### src/rtl/gk_pkg.sv
package gk_pkg;

  localparam int unsigned HALF_W = 16;

  typedef enum logic [1:0] {
    GS_CLOSED  = 2'd0,
    GS_OPENING = 2'd1,
    GS_OPEN    = 2'd2,
    GS_DRAIN   = 2'd3
  } gate_st_e;

  // Control word layout: status half on top, request half at the bottom.
  function automatic logic [2*HALF_W-1:0] pack_word(input logic [HALF_W-1:0] req,
                                                    input logic [HALF_W-1:0] st);
    return {st, req};
  endfunction

  // A gate reports open while it is open or still draining.
  function automatic logic reports_open(input gate_st_e s);
    return (s == GS_OPEN) || (s == GS_DRAIN);
  endfunction

endpackage

### src/rtl/gk_req_reg.sv
module gk_req_reg #(
  parameter int unsigned NUM_FILTERS = 4
) (
  input  logic                   clk,
  input  logic                   rst_n,
  input  logic                   wr_en,
  input  logic [31:0]            wdata,
  input  logic [NUM_FILTERS-1:0] status,
  output logic [NUM_FILTERS-1:0] req,
  output logic [31:0]            rdata
);
  import gk_pkg::*;

  logic [NUM_FILTERS-1:0] req_q;
  logic unused_wbits;

  // Only the implemented request bits are stored.
  assign unused_wbits = ^wdata[31:NUM_FILTERS];

  always_ff @(posedge clk) begin
    if (!rst_n)     req_q <= '0;
    else if (wr_en) req_q <= wdata[NUM_FILTERS-1:0];
  end

  assign req   = req_q;
  assign rdata = pack_word(HALF_W'(req_q), HALF_W'(status));


  wr_capture_chk: assert property (@(posedge clk) disable iff (!rst_n)
    wr_en |=> req == $past(wdata[NUM_FILTERS-1:0]));


  always_comb begin
    if (rst_n) begin
      rd_unimpl_zero_chk: assert (rdata[HALF_W-1:NUM_FILTERS] == '0 &&
                                  rdata[2*HALF_W-1:HALF_W+NUM_FILTERS] == '0);
    end
  end

endmodule

### src/rtl/gk_filter_fsm.sv
module gk_filter_fsm #(
  parameter int unsigned CNT_W    = 8,
  parameter int unsigned OPEN_DLY = 2
) (
  input  logic             clk,
  input  logic             rst_n,
  input  logic             req,
  input  logic [CNT_W-1:0] pending,
  output logic             status,
  output logic             admit
);
  import gk_pkg::*;

  localparam int unsigned DW = $clog2(OPEN_DLY + 1);

  gate_st_e        st_q, st_d;
  logic [DW-1:0]   dly_q, dly_d;

  // Named events for the checks below.
  logic idle, open_done, drain_done;
  assign idle       = (pending == '0);
  assign open_done  = (st_q == GS_OPENING) && req && (dly_q == DW'(OPEN_DLY - 1));
  assign drain_done = !req && idle && reports_open(st_q);

  always_comb begin
    st_d  = st_q;
    dly_d = dly_q;
    unique case (st_q)
      GS_CLOSED: if (req) begin
        st_d  = GS_OPENING;
        dly_d = DW'(1);
      end
      GS_OPENING: begin
        if (!req)          st_d = GS_CLOSED;
        else if (open_done) st_d = GS_OPEN;
        else               dly_d = dly_q + DW'(1);
      end
      GS_OPEN: if (!req) st_d = idle ? GS_CLOSED : GS_DRAIN;
      GS_DRAIN: begin
        if (req)       st_d = GS_OPEN;
        else if (idle) st_d = GS_CLOSED;
      end
      default: st_d = GS_CLOSED;
    endcase
  end

  always_ff @(posedge clk) begin
    if (!rst_n) begin
      st_q  <= GS_CLOSED;
      dly_q <= '0;
    end else begin
      st_q  <= st_d;
      dly_q <= dly_d;
    end
  end

  assign status = reports_open(st_q);
  assign admit  = status && req;


  open_after_delay_chk: assert property (@(posedge clk) disable iff (!rst_n)
    $rose(status) |-> $past(req) && $past(st_q) == GS_OPENING);


  close_when_drained_chk: assert property (@(posedge clk) disable iff (!rst_n)
    $fell(status) |-> !$past(req) && $past(pending) == '0);


  admit_drop_chk: assert property (@(posedge clk) disable iff (!rst_n)
    $fell(req) |-> !admit);


  reopen_keeps_status_chk: assert property (@(posedge clk) disable iff (!rst_n)
    (st_q == GS_DRAIN && req) |=> status);

endmodule

### src/rtl/filter_gate_ctrl.sv
module filter_gate_ctrl #(
  parameter int unsigned NUM_FILTERS = 4,
  parameter int unsigned CNT_W       = 8,
  parameter int unsigned OPEN_DLY    = 2
) (
  input  logic                         clk,
  input  logic                         rst_n,
  input  logic                         ctl_wr_en,
  input  logic [31:0]                  ctl_wdata,
  output logic [31:0]                  ctl_rdata,
  input  logic [NUM_FILTERS*CNT_W-1:0] filt_pending,
  output logic [NUM_FILTERS-1:0]       filt_admit
);

  logic [NUM_FILTERS-1:0] req_vec;
  logic [NUM_FILTERS-1:0] status_vec;

  gk_req_reg #(.NUM_FILTERS(NUM_FILTERS)) u_req (
    .clk    (clk),
    .rst_n  (rst_n),
    .wr_en  (ctl_wr_en),
    .wdata  (ctl_wdata),
    .status (status_vec),
    .req    (req_vec),
    .rdata  (ctl_rdata)
  );

  for (genvar i = 0; i < NUM_FILTERS; i++) begin : g_filt
    gk_filter_fsm #(.CNT_W(CNT_W), .OPEN_DLY(OPEN_DLY)) u_fsm (
      .clk     (clk),
      .rst_n   (rst_n),
      .req     (req_vec[i]),
      .pending (filt_pending[i*CNT_W +: CNT_W]),
      .status  (status_vec[i]),
      .admit   (filt_admit[i])
    );
  end


  reset_closed_chk: assert property (@(posedge clk)
    !rst_n |=> status_vec == '0 && filt_admit == '0);

endmodule

### config.mk
export PLATFORM = sky130hd
export DESIGN_NAME = filter_gate_ctrl
export DESIGN_NICKNAME = d
export VERILOG_FILES = /design/src/rtl/gk_pkg.sv /design/src/rtl/gk_req_reg.sv /design/src/rtl/gk_filter_fsm.sv /design/src/rtl/filter_gate_ctrl.sv
export SDC_FILE = /design/constraint.sdc
export NUM_CORES = 1
export LEC_CHECK = 0
export ABC_AREA = 1
export CAP_MARGIN = 10
export CORE_MARGIN = 5
export CORE_UTILIZATION = 38
export CTS_BUF_LIST = sky130_fd_sc_hd__clkbuf_4
export DETAILED_ROUTE_END_ITERATION = 10
export HOLD_SLACK_MARGIN = 0.08
export PLACE_DENSITY = 0.94
export REMOVE_ABC_BUFFERS = 1
export SYNTH_ARGS = -nofsm -noshare
export SYNTH_HDL_FRONTEND = slang
export SYNTH_HIERARCHICAL = 1
export SYNTH_SLANG_ARGS = --single-unit
### constraint.sdc
create_clock -name clk -period 1.26 [get_ports clk]
set_input_delay 0.189 -clock clk [delete_from_list [all_inputs] [get_ports clk]]
set_output_delay 0.189 -clock clk [all_outputs]
set_load 0.02 [all_outputs]
==> impl_metrics.env, run 1 <==
export IMPL_status="finished clean"
export IMPL_diodes=0
export IMPL_rows=23
export IMPL_place_ws_ns=-0.164
export IMPL_whs_path_depth=1
export IMPL_placed_cells=345
export IMPL_setup_viol=0
export IMPL_grt_max_degree=21
export IMPL_r2r_cells=9
export IMPL_cts_root_buf="clkbuf_4"
export IMPL_hold_viol_final=0
export IMPL_cts_tree="done"
export IMPL_start_util=0.395
export IMPL_layout_nets=375
export IMPL_via_per_inst=4.25
export IMPL_worst_slack_ns=0.0349
export IMPL_core_area_um2=4060
export IMPL_critPathCaptureType="output port"
export IMPL_multiInputGateArea_um2=905
export IMPL_chipWidth_um=74.9
export IMPL_maxCapViolCount=0
export IMPL_clk_pin_slew_ns=0.11
export IMPL_first_iter_violations=46
export IMPL_seq_area_um2=417
export IMPL_clockBufferDepth=2
export IMPL_regToRegSetupSlack_ns=0.06
export IMPL_routabilityCongestion=0.798
export IMPL_grt_pass1_vias=1362
export IMPL_slowest_delay_ns=0.35
export IMPL_fmax_ghz=0.816
export IMPL_grt_use_total=0.119
export IMPL_period_minus_slack_ns=1.23
export IMPL_power_mw=3.22
export IMPL_cp_top_family="buffers and inverters"
export IMPL_cts_sink_count=20
export IMPL_syn_inst=250
export IMPL_cp_slowest_cell="dfxtp_2"
export IMPL_holdCritPathClass="flip-flop to flip-flop"
export IMPL_ios=103
export IMPL_ys_ff_latch=20
export IMPL_crit_fanout=2
export IMPL_wl_mm=3.42
export IMPL_post_dp_cell_area_um2=2040
export IMPL_reg2reg_to="g_filt[0].u_fsm/st_q[1]"
export IMPL_leakage_nw=1.07
export IMPL_fin_area_um2=2140
export IMPL_crit_path_cell_trace="buf_4 > clkdlybuf4s15_1"
export IMPL_dpl_hpwl_mm=2.76
export IMPL_skew_ns=0.000587
export IMPL_post_route_period_util=0.972
export IMPL_synth_seq_area_share=0.250
export IMPL_vias=1495
export IMPL_synth_cell_types=17
export IMPL_drcViolationCount=0
export IMPL_layout_drive_gt1_share=0.222
export IMPL_maxSlewViolCount=0
export IMPL_utilization=0.528
export IMPL_r2r_start="g_filt[0].u_fsm/st_q[1]"
export IMPL_antenna_found_initial=0
export IMPL_dr_pass1_iters=4
export IMPL_grt_pass1_wl_mm=5.31
export IMPL_numCtsBuffers=3
export IMPL_final_cells=352
export IMPL_portBuffers=50
export IMPL_rsz0062_at_grt="yes"
export IMPL_crit_buf_inv=2
export IMPL_cp_arrival_ns=1.04
export IMPL_detail_route_antenna_nets=0
export IMPL_clk_latency_ns=0.30
export IMPL_holdWs_ns=0.437
export IMPL_ir_drop_uv=906
export IMPL_synthToLayoutAreaGrowth_pct=33.7
export IMPL_cp_start_kind="flip-flop"
export IMPL_holdPathEnd="g_filt[2].u_fsm/dly_q[0]"
export IMPL_yosys_warnings=6
export IMPL_wl_per_cell_um=9.71
export IMPL_avgSynthCellArea_um2=6.41
export IMPL_power_density_nw_per_um2=1500
export IMPL_overflow=0
export IMPL_required_ns=1.07
export IMPL_min_from="g_filt[2].u_fsm/dly_q[0]"
export IMPL_num_fill_cells=395
export IMPL_die_h_um=74.9
export IMPL_h_tree_depth=1
export IMPL_dieArea_um2=5610
export IMPL_fin_setup_tns_ns=0
export IMPL_syn_cell_area_um2=1600
export IMPL_path_class="flip-flop to output port"
-- worst register-to-register path, cell delays in order, from the launching register on --
cell and delay [ns]:
dfxtp_2 0.35, buf_6 0.13, inv_4 0.05, nand2_4 0.06, o21ai_4 0.18, inv_2 0.06
nand2_4 0.07, nand2_2 0.06, nor2_1 0.09, nor2_1 0.05
-- final cells by class --
type	count	area share
timing repair buffer	63	0.284
inverter	32	0.0596
multi-input combinational	184	0.422
sequential	20	0.195
tap	50	0.0292
clock buffer	3	0.0105
-- sequential cells by signal (all words and copies together), names as in the netlist --
register and flops:
g_filt.u_fsm/st_q 8, u_req/req 4, g_filt.u_fsm/dly_q 8
-- metal layers --
metal	up-vias	part of all wire	routed length (um)	track usage
met4	0	0.0050	17	0.0474
li1	804	-	-	-
met2	52	0.51	1750	0.229
met1	637	0.38	1300	0.126
met5	-	0	0	0
met3	2	0.10	356	0.0200
-- how the worst max path moves through the flow --
stage | start | endpoint | slack (ns) | cells past startpoint
6_report | g_filt[1].u_fsm/st_q[1] | ctl_rdata[17] | 0.03 | 2
5_1_grt | g_filt[1].u_fsm/st_q[1] | g_filt[1].u_fsm/st_q[1] | -0.06 | 10
4_1_cts | g_filt[3].u_fsm/st_q[1] | ctl_rdata[19] | 0.009 | 2
3_5_place_dp | filt_pending[7] | g_filt[0].u_fsm/st_q[1] | -0.16 | 9
3_3_place_gp | filt_pending[31] | g_filt[3].u_fsm/st_q[1] | -0.11 | 9
2_1_floorplan | g_filt[1].u_fsm/st_q[1] | g_filt[1].u_fsm/st_q[1] | 0.07 | 9
-- power by group --
group / internal (mW) / switching (mW)
clock: 0.111 / 0.200
combinational: 0.814 / 1.11
sequential: 0.822 / 0.163
-- timing repair --
| action | 4_1_cts | 5_1_grt |
|---|---|---|
| buffers inserted | 0 | 4 |
| gates resized for setup | 22 | 32 |
| gates cloned | 0 | 0 |
| endpoints found under the setup margin | 12 | 19 |
| pin swaps | 0 | 7 |
| hold buffers | 0 | 0 |
-- cells in the mapped netlist --
master,count,area (um2)
dfxtp_1,20,400
nand2_4,4,45.0
dlygate4sd1_1,4,35.0
buf_4,32,240
nand2_1,56,210
inv_2,8,30.0
buf_6,1,11.3
nand2_2,12,75.1
a21oi_1,8,40.0
ha_1,4,50.1
a21boi_0,4,30.0
inv_1,24,90.1
o21ai_4,4,65.1
conb_1,1,3.75
o21ai_0,12,60.1
nor2_1,52,195
nand3_1,4,20.0
-- placed cells by master, fill, tap and decap left out --
| cell | instances |
|---|---|
| nand2_1 | 55 |
| nor2_1 | 49 |
| clkdlybuf4s50_1 | 38 |
| inv_1 | 24 |
| conb_1 | 24 |
| dfxtp_2 | 13 |
| nand2_2 | 12 |
| o21ai_0 | 11 |
| buf_4 | 9 |
| a21oi_1 | 7 |
| dfxtp_1 | 7 |
| dlygate4sd2_1 | 6 |
| nand2_4 | 5 |
| inv_2 | 5 |
| o21ai_4 | 4 |
| nand3_1 | 4 |
| ha_1 | 4 |
| clkbuf_4 | 3 |
| inv_4 | 3 |
| buf_6 | 3 |
| clkdlybuf4s15_2 | 3 |
| a21boi_1 | 2 |
| nor2_2 | 2 |
| a21boi_0 | 2 |
| buf_2 | 2 |
| a21oi_2 | 1 |
| nor2_4 | 1 |
| o21ai_1 | 1 |
| clkdlybuf4s15_1 | 1 |
| buf_12 | 1 |
-- cells by family (layout without fill, tap and decap cells) --
family	count (synthesis)	after routing	synth area share
AOI/OAI and AO/OA	28	28	0.122
DFF	20	20	0.250
adders and majority gates	4	4	0.0313
and+or+nand+nor	128	128	0.341
other	1	24	0.00234
buffers and inverters	69	98	0.254
(Power assumes the default switching activity.)
==> run 2: changes to the inputs <==
PLACE_DENSITY = 0.84   (was 0.94)
==> run 2 against run 1 <==
Compared with the run above: via count is 1.3% higher; clock-buffer cell count stayed put; total power is 5.7% higher; wire length is 2.7% higher; clock skew is 0.0051 ns higher; largest cell class unchanged; die area stayed put; critical endpoint is now g_filt[0].u_fsm/st_q[1]; critical path type is now flip-flop to flip-flop; combinational power is 7% higher.
==> impl_metrics.env, run 2 (same netlist as run 1, synthesis figures left out) <==
export IMPL_cp_startpoint="g_filt[0].u_fsm/st_q[1]"
export IMPL_rsz0062_at_grt="yes"
export IMPL_cts_sink_count=20
export IMPL_fmax_ghz=0.806
export IMPL_maxCapViolCount=0
export IMPL_path_class="flip-flop to flip-flop"
export IMPL_dr_pass1_iters=4
export IMPL_required_ns=1.47
export IMPL_final_cell_mix="nand2_1 (53), nor2_1 (49), clkdlybuf4s50_1 (38)"
export IMPL_start_util=0.395
export IMPL_via_per_inst=4.28
export IMPL_first_iter_violations=50
export IMPL_dpl_hpwl_mm=2.72
export IMPL_die_h_um=74.9
export IMPL_grt_use_total=0.118
export IMPL_clk_latency_ns=0.29
export IMPL_ir_drop_uv=618
export IMPL_cp_start_kind="flip-flop"
export IMPL_grt_pass1_vias=1380
export IMPL_power_mw=3.41
export IMPL_routabilityCongestion=0.759
export IMPL_regToRegSetupSlack_ns=0.02
export IMPL_setup_viol=0
export IMPL_layout_nets=376
export IMPL_r2r_cells=9
export IMPL_clk_pin_slew_ns=0.12
export IMPL_ios=103
export IMPL_reg2reg_to="g_filt[0].u_fsm/st_q[1]"
export IMPL_crit_fanout=5
export IMPL_h_tree_depth=1
export IMPL_critPathCapture="g_filt[0].u_fsm/st_q[1]"
export IMPL_cts_hold_fix_buffers=0
export IMPL_detail_route_antenna_nets=0
export IMPL_numCtsBuffers=3
export IMPL_chipWidth_um=74.9
export IMPL_r2r_start="g_filt[0].u_fsm/st_q[1]"
export IMPL_drcViolationCount=0
export IMPL_core_area_um2=4060
export IMPL_num_fill_cells=388
export IMPL_status="finished clean"
export IMPL_cts_tree="done"
export IMPL_final_common_cell="nand2_1"
export IMPL_post_route_period_util=0.984
export IMPL_layout_drive_gt1_share=0.257
export IMPL_hold_viol_final=0
export IMPL_synthToLayoutAreaGrowth_pct=36.7
export IMPL_worst_slack_ns=0.0198
export IMPL_utilization=0.540
export IMPL_vias=1515
export IMPL_whs_path_depth=1
export IMPL_power_density_nw_per_um2=1560
export IMPL_clockBufferDepth=2
export IMPL_holdWs_ns=0.439
export IMPL_antenna_found_initial=0
export IMPL_cp_arrival_ns=1.45
export IMPL_critPathCaptureType="flip-flop"
export IMPL_cts_root_buf="clkbuf_4"
export IMPL_period_minus_slack_ns=1.24
export IMPL_overflow=0
export IMPL_wl_per_cell_um=9.92
export IMPL_holdCritPathClass="flip-flop to flip-flop"
export IMPL_grt_pass1_wl_mm=5.27
export IMPL_skew_ns=0.00571
export IMPL_diodes=0
export IMPL_rows=23
export IMPL_fin_setup_tns_ns=0
export IMPL_dieArea_um2=5610
export IMPL_maxSlewViolCount=0
export IMPL_wl_mm=3.51
export IMPL_place_ws_ns=-0.180
export IMPL_portBuffers=50
export IMPL_leakage_nw=1.10
export IMPL_grt_max_degree=21
run 2: cell types whose count changed in the layout (fill, tap and decap cells not counted), moves of 3 or more:
cell,previous run,this run
nand3_1,4,1
nand2_4,5,8
dfxtp_1,7,4
nand3_2,0,3
run 2: stage by stage:
step / cells / area (um2)
2_1_floorplan: 236 / 1400
3_3_place_gp: 345 / 2040
3_5_place_dp: 345 / 2040
4_1_cts: 349 / 2070
5_1_grt: 354 / 2190
6_report: 354 / 2190
run 2: power breakdown:
part           leakage (nW)  switching, mW  internal [mW]
logic                 0.918           1.19          0.878
registers             0.171          0.189          0.836
clock network        0.0154          0.198          0.115
total                  1.10           1.58           1.83
run 2: how the worst min path moves through the flow:
| stage | from | end | slack [ns] |
|---|---|---|---|
| after floorplan | rst_n | u_req/req[0] | 0.31 |
| after global placement | g_filt[0].u_fsm/dly_q[0] | g_filt[0].u_fsm/dly_q[0] | 0.44 |
| after detailed placement | g_filt[0].u_fsm/dly_q[0] | g_filt[0].u_fsm/dly_q[0] | 0.45 |
| after CTS | g_filt[0].u_fsm/dly_q[0] | g_filt[0].u_fsm/dly_q[0] | 0.47 |
| after global routing | g_filt[3].u_fsm/dly_q[0] | g_filt[3].u_fsm/dly_q[0] | 0.47 |
| final | g_filt[3].u_fsm/dly_q[0] | g_filt[3].u_fsm/dly_q[0] | 0.44 |
run 2: repair_timing:
action,4_1_cts,5_1_grt
pin swaps,0,17
gates cloned,0,0
resized for setup,22,44
setup endpoints to repair,12,19
buffers inserted,0,5
run 2: final cells by class:
type,count,area (um2),share of cell area
Multi-Input combinational cell,184,938,0.429
Clock inverter,1,3.75,0.00171
Inverter,32,130,0.0594
Sequential cell,20,425,0.194
Tap cell,50,62.6,0.0286
Clock buffer,3,22.5,0.0103
Timing Repair Buffer,64,607,0.277
run 2: routing by layer:
metal	vias up	GRT usage	wire [um]
met1	650	0.118	1290
met5	-	0	0
met2	59	0.240	1770
met3	2	0.0214	434
li1	804	-	-
met4	0	0.0356	14
run 2: worst max-delay path: stages, from the launching register on:
cell and delay (ns):
dfxtp_4 0.38, buf_6 0.12, inv_4 0.05, nand2_4 0.06, o21ai_4 0.19, inv_2 0.06
nand2_4 0.08, nand2_2 0.05, nor2_1 0.11, nor2_1 0.05
==> run 3: changes to the inputs <==
CTS_CLUSTER_DIAMETER = 120   (was not set)
==> results of run 3 <==
Same layout as run 2: the final DEF is identical, and so are final timing and power.
